$ cat src/rtl/gpio_port_pkg.sv
`timescale 1ns/1ps
package gpio_port_pkg;
  localparam int ADDR_W   = 3;
  localparam int NUM_REGS = 6;
  localparam logic [ADDR_W-1:0] ADDR_LIVE  = 3'd0;
  localparam logic [ADDR_W-1:0] ADDR_SNAP  = 3'd1;
  localparam logic [ADDR_W-1:0] ADDR_OUT   = 3'd2;
  localparam logic [ADDR_W-1:0] ADDR_POL   = 3'd3;
  localparam logic [ADDR_W-1:0] ADDR_DIR   = 3'd4;
  localparam logic [ADDR_W-1:0] ADDR_STYLE = 3'd5;
endpackage

$ cat src/rtl/gpio_sync.sv
`timescale 1ns/1ps
module gpio_sync #(
  parameter int WIDTH = 8
) (
  input  logic             clk,
  input  logic             por_n,
  input  logic [WIDTH-1:0] d,
  output logic [WIDTH-1:0] q
);
  logic [WIDTH-1:0] meta_q;

  always_ff @(posedge clk or negedge por_n) begin
    if (!por_n) begin
      meta_q <= '0;
      q      <= '0;
    end else begin
      meta_q <= d;
      q      <= meta_q;
    end
  end
endmodule

$ cat src/rtl/gpio_pulse_lane.sv
`timescale 1ns/1ps
module gpio_pulse_lane #(
  parameter int PULSE_CYCLES = 4
) (
  input  logic clk,
  input  logic por_n,
  input  logic clr,
  input  logic pulse_mode,
  input  logic wr,
  input  logic wbit,
  output logic q
);
  localparam int CNT_W = $clog2(PULSE_CYCLES + 1);
  localparam logic [CNT_W-1:0] CNT_LOAD = CNT_W'(PULSE_CYCLES);
  localparam logic [CNT_W-1:0] CNT_ONE  = CNT_W'(1);

  logic [CNT_W-1:0] cnt_q;

  always_ff @(posedge clk or negedge por_n) begin
    if (!por_n) begin
      q     <= 1'b0;
      cnt_q <= '0;
    end else if (clr) begin
      q     <= 1'b0;
      cnt_q <= '0;
    end else if (wr) begin
      q     <= wbit;
      cnt_q <= (pulse_mode && wbit) ? CNT_LOAD : '0;
    end else if (pulse_mode) begin
      if (cnt_q > CNT_ONE) begin
        cnt_q <= cnt_q - CNT_ONE;
      end else begin
        cnt_q <= '0;
        q     <= 1'b0;
      end
    end else begin
      cnt_q <= '0;
    end
  end
endmodule

$ cat src/rtl/gpio_snapshot.sv
`timescale 1ns/1ps
module gpio_snapshot #(
  parameter int WIDTH = 8
) (
  input  logic             clk,
  input  logic             por_n,
  input  logic             ext_low,
  input  logic             snap_on_ext,
  input  logic [WIDTH-1:0] pin_raw,
  output logic [WIDTH-1:0] snap_q,
  output logic             capturing
);
  logic first_q;

  assign capturing = first_q | (ext_low & snap_on_ext);

  always_ff @(posedge clk or negedge por_n) begin
    if (!por_n) begin
      first_q <= 1'b1;
      snap_q  <= '0;
    end else begin
      first_q <= 1'b0;
      if (capturing) snap_q <= pin_raw;
    end
  end
endmodule

$ cat src/rtl/gpio_port.sv
`timescale 1ns/1ps
module gpio_port
  import gpio_port_pkg::*;
#(
  parameter int               WIDTH        = 8,
  parameter int               PULSE_CYCLES = 4,
  parameter logic [WIDTH-1:0] POL_RESET    = 8'hF0
) (
  input  logic              clk,
  input  logic              por_n,
  input  logic              ext_rst_n,
  input  logic              cfg_snap_on_ext,
  input  logic              cfg_ext_clears_regs,
  input  logic [ADDR_W-1:0] reg_addr,
  input  logic [WIDTH-1:0]  reg_wdata,
  input  logic              reg_we,
  input  logic              reg_re,
  output logic [WIDTH-1:0]  reg_rdata,
  input  logic [WIDTH-1:0]  pin_in,
  output logic [WIDTH-1:0]  pin_oe,
  output logic [WIDTH-1:0]  pin_out,
  input  logic [WIDTH-1:0]  ovr_en,
  input  logic [WIDTH-1:0]  ovr_val
);
  logic [WIDTH-1:0] dir_q, pol_q, style_q, out_q;
  logic [WIDTH-1:0] pin_sync, snap_q, rd_mux;
  logic             ext_hit, snap_cap;
  logic             we_out, we_pol, we_dir, we_style;

  assign ext_hit  = !ext_rst_n && cfg_ext_clears_regs;
  assign we_out   = reg_we && (reg_addr == ADDR_OUT);
  assign we_pol   = reg_we && (reg_addr == ADDR_POL);
  assign we_dir   = reg_we && (reg_addr == ADDR_DIR);
  assign we_style = reg_we && (reg_addr == ADDR_STYLE);

  // configuration registers
  always_ff @(posedge clk or negedge por_n) begin
    if (!por_n) begin
      pol_q   <= POL_RESET;
      dir_q   <= '1;
      style_q <= '0;
    end else if (ext_hit) begin
      pol_q   <= POL_RESET;
      dir_q   <= '1;
      style_q <= '0;
    end else begin
      if (we_pol)   pol_q   <= reg_wdata;
      if (we_dir)   dir_q   <= reg_wdata;
      if (we_style) style_q <= reg_wdata;
    end
  end

  // per-pin output data with level or pulse behaviour
  for (genvar i = 0; i < WIDTH; i++) begin : g_lane
    gpio_pulse_lane #(.PULSE_CYCLES(PULSE_CYCLES)) u_lane (
      .clk        (clk),
      .por_n      (por_n),
      .clr        (ext_hit),
      .pulse_mode (style_q[i]),
      .wr         (we_out),
      .wbit       (reg_wdata[i]),
      .q          (out_q[i])
    );
  end

  gpio_sync #(.WIDTH(WIDTH)) u_sync (
    .clk   (clk),
    .por_n (por_n),
    .d     (pin_in),
    .q     (pin_sync)
  );

  gpio_snapshot #(.WIDTH(WIDTH)) u_snap (
    .clk         (clk),
    .por_n       (por_n),
    .ext_low     (!ext_rst_n),
    .snap_on_ext (cfg_snap_on_ext),
    .pin_raw     (pin_in),
    .snap_q      (snap_q),
    .capturing   (snap_cap)
  );

  // pin drive: override first, then direction
  always_comb begin
    pin_oe  = ovr_en | ~dir_q;
    pin_out = (ovr_en & ovr_val) | (~ovr_en & (out_q ^ pol_q));
  end

  // read path
  always_comb begin
    case (reg_addr)
      ADDR_LIVE:  rd_mux = pin_sync ^ pol_q;
      ADDR_SNAP:  rd_mux = snap_q;
      ADDR_OUT:   rd_mux = out_q;
      ADDR_POL:   rd_mux = pol_q;
      ADDR_DIR:   rd_mux = dir_q;
      ADDR_STYLE: rd_mux = style_q;
      default:    rd_mux = '0;
    endcase
  end

  always_ff @(posedge clk or negedge por_n) begin
    if (!por_n)      reg_rdata <= '0;
    else if (reg_re) reg_rdata <= rd_mux;
  end
endmodule

$ cat config.mk
export PLATFORM = sky130hd
export DESIGN_NAME = gpio_port
export DESIGN_NICKNAME = d
export VERILOG_FILES = /design/src/rtl/gpio_port_pkg.sv /design/src/rtl/gpio_sync.sv /design/src/rtl/gpio_pulse_lane.sv /design/src/rtl/gpio_snapshot.sv /design/src/rtl/gpio_port.sv
export SDC_FILE = /design/constraint.sdc
export NUM_CORES = 1
export LEC_CHECK = 0
export ABC_AREA = 1
export BUFFER_PORTS_ARGS = -buffer_cell sky130_fd_sc_hd__buf_2
export CAP_MARGIN = 5
export CORE_ASPECT_RATIO = 0.6
export CORE_UTILIZATION = 57
export DETAILED_ROUTE_END_ITERATION = 7
export PLACE_DENSITY_LB_ADDON = 0.05
export SLEW_MARGIN = 20
export SYNTH_ARGS = -nofsm -noshare
export SYNTH_HDL_FRONTEND = slang
export SYNTH_SLANG_ARGS = --single-unit
$ cat constraint.sdc
create_clock -name clk -period 1.65 [get_ports clk]
set_input_delay 0.33 -clock clk [delete_from_list [all_inputs] [get_ports clk]]
set_output_delay 0.33 -clock clk [all_outputs]
set_load 0.02 [all_outputs]
==> results.sh <==
export IMPL_relSlewSlack_pct=62.3
export IMPL_grt_antenna_before_repair=0
export IMPL_status="complete, no violations"
export IMPL_cts_root_buf="clkbuf_16"
export IMPL_cts_tree="yes"
export IMPL_vias=4029
export IMPL_syn_to_final_growth_pct=20.8
export IMPL_max_freq_mhz=617
export IMPL_h_tree_depth=3
export IMPL_dieWidth_um=118
export IMPL_yosysWarnings=0
export IMPL_finalSetupViolations=0
export IMPL_ys_types=34
export IMPL_clock_sinks=89
export IMPL_multi_input_area_um2=2000
export IMPL_hp_class="input port to flip-flop"
export IMPL_pwr_share_clk_pct=39.9
export IMPL_post_route_drc_count=0
export IMPL_critPathKind="flip-flop to primary output"
export IMPL_grtUsageTotal_pct=29.8
export IMPL_start_util_pct=61.2
export IMPL_p_int_mw=4.12
export IMPL_cap_violations=0
export IMPL_worstSetupEndpointType="primary output"
export IMPL_die_area_um2=8470
export IMPL_syn_avg_cell_area_um2=8.43
export IMPL_skew_ns=0.00535
export IMPL_ys_ff_latch=89
export IMPL_routedWlPerCell_um=15.7
export IMPL_worstPathArrival_ns=1.29
export IMPL_finalCritPeriodShare_pct=98.3
export IMPL_hpwl_um=8440
export IMPL_antenna_diode_count=0
export IMPL_grt_pass1_vias=3984
export IMPL_ir_drop_v=0.000758
export IMPL_whs_path_depth=1
export IMPL_cts_buffers=9
export IMPL_design_area_um2=5570
export IMPL_fin_tns_setup_ns=0
export IMPL_slew_viol_final=0
export IMPL_ff2ff_setup_slack_ns=0.28
export IMPL_grt_max_degree=40
export IMPL_syn_nets=603
export IMPL_start_kind="flip-flop"
export IMPL_critPathMaxFanout=2
export IMPL_synth_seq_area_share_pct=48.6
export IMPL_p_switching_mw=1.46
export IMPL_p_leak_nw=2.66
export IMPL_clkLatencyLatePin_ns=0.34
export IMPL_drtIter0Drc=270
export IMPL_worst_slew_pin_slew_ns=0.560
export IMPL_regArea_um2=2240
export IMPL_ant_nets=0
export IMPL_rr_startpoint="u_snap.first_q$_DFF_PN1_"
export IMPL_preCtsSetupSlack_ns=-0.00583
export IMPL_r2r_end="u_snap.snap_q[3]$_DFFE_PN0P_"
export IMPL_grt_pass1_wl_um=19200
export IMPL_synthCells=547
export IMPL_viasPerCell=5.47
export IMPL_cp_required_ns=1.32
export IMPL_placed_area_um2=5090
export IMPL_period_needed_ns=1.62
export IMPL_overflow=0
export IMPL_comb_power_share_pct=15.7
export IMPL_p_sw_share_pct=26.2
export IMPL_final_common_cell="nand2_1"
export IMPL_drive_gt1_share_pct=25.2
export IMPL_fill_cells=576
export IMPL_cts_buffer_depth=2
export IMPL_row_count=24
export IMPL_hold_end="u_sync.meta_q[2]$_DFF_PN0_"
export IMPL_detail_route_first_pass_iterations=7
export IMPL_final_nets=683
export IMPL_io_pins=66
export IMPL_finalCoreUtilization_pct=73.9
export IMPL_seqPwrFrac_pct=44.3
export IMPL_layout_common_cells="nand2_1, dfrtp_1, nor2_1, inv_1, buf_2"
export IMPL_wirelength_um=11500
export IMPL_setup_slack_ns=0.0285
export IMPL_hold_violations=0
export IMPL_fp_coreArea_um2=7540
export IMPL_p_per_area_nw_per_um2=1000
export IMPL_syn_area_um2=4610
export IMPL_port_buffers=65
export IMPL_whs_ns=0.100
export IMPL_clk_pin_slew_worst_paths_ns=0.06
export IMPL_fp_dieH_um=71.7
export IMPL_rsz0062_at_grt="yes"
export IMPL_gp_congestion=0.887
export IMPL_r2r_cells=3
export IMPL_worstHoldStart="pin_in[2]"
==> registers in the layout, indices dropped and copies added, names as in the netlist <==
signal and count:
pol_q 8, dir_q 8, g_lane.u_lane.q 8, u_snap.snap_q 8, style_q 8, g_lane.u_lane.cnt_q 24
u_sync.q 8, u_snap.first_q 1, reg_rdata 8, u_sync.meta_q 8
==> per-layer routing <==
layer | vias up | wire [µm] | track usage [%]
met5 | - | 0 | 0
met4 | 0 | 89 | 7.98
met3 | 9 | 712 | 7.64
met2 | 141 | 5560 | 50.3
met1 | 1963 | 5180 | 38.7
li1 | 1916 | - | -
==> cell type report <==
class                   instances  area share [%]
inverters                      72            4.90
repair buffers                 86            10.7
clock inverters                 5            1.39
well taps                     104            2.34
multi-input cells             369            35.9
clock buffers                  11            4.54
flip-flops and latches         89            40.3
==> power by group through the flow <==
stage | clock (mW) | sequential [mW] | combinational (mW)
global route | 2.33 | 2.49 | 0.962
floorplan | 0 | 2.51 | 0.438
detailed placement | 0 | 2.51 | 0.762
finish | 2.23 | 2.47 | 0.879
global placement | 0 | 2.50 | 0.740
CTS | 2.26 | 2.47 | 0.835
==> per-stage QoR <==
step / total power, mW / instances
finish: 5.58 / 736
global route: 5.78 / 736
CTS: 5.56 / 732
detailed placement: 3.27 / 712
global placement: 3.24 / 712
floorplan: 2.94 / 547
==> critical path, stage by stage, from the launching register on <==
cell and delay [ns]:
dfstp_2 0.54, inv_2 0.05, or2_4 0.23, buf_6 0.13
==> cells by family after synthesis <==
group	share of synthesized area, %
flops	48.6
other cells	0.0813
compound gates	9.00
xor+xnor	2.28
mux	1.95
buf+inv	8.62
fa+ha+maj	3.80
simple gates	25.6
==> worst max path at each step <==
| stage | startpoint | end |
|---|---|---|
| floorplan | pol_q[5]$_DFFE_PN1P_ | pin_out[5] |
| global placement | reg_addr[2] | style_q[0]$_DFFE_PN0P_ |
| detailed placement | reg_addr[2] | style_q[0]$_DFFE_PN0P_ |
| CTS | pol_q[6]$_DFFE_PN1P_ | pin_out[6] |
| global route | pol_q[7]$_DFFE_PN1P_ | pin_out[7] |
| finish | dir_q[5]$_DFFE_PN1P_ | pin_oe[5] |
==> cell usage after synthesis (all sizes together) <==
| cell type | instances | area [µm²] |
|---|---|---|
| nand2 | 100 | 380 |
| dfrtp | 76 | 1900 |
| nor2 | 74 | 312 |
| inv | 72 | 273 |
| o21ai | 58 | 290 |
| nand3 | 37 | 203 |
| a21oi | 16 | 80.1 |
| nand4 | 15 | 93.8 |
| ha | 14 | 175 |
| dfstp | 13 | 342 |
| buf | 12 | 105 |
| nor3 | 12 | 90.1 |
| or2 | 11 | 68.8 |
| xnor2 | 9 | 78.8 |
| mux2 | 8 | 90.1 |
| o21bai | 6 | 45.0 |
| clkbuf | 5 | 20.0 |
| nand3b | 3 | 22.5 |
| xor2 | 3 | 26.3 |
| nor4 | 2 | 12.5 |
| conb | 1 | 3.75 |
==> what timing repair did <==
action / in CTS / in global routing
gates resized for setup: 33 / 9
hold endpoints to repair: 20 / 0
endpoints found under the setup margin: 11 / 9
pin swaps: 0 / 0
hold buffers: 1 / 0
setup buffers: 3 / 4
Power figures use the tool's default switching activity.
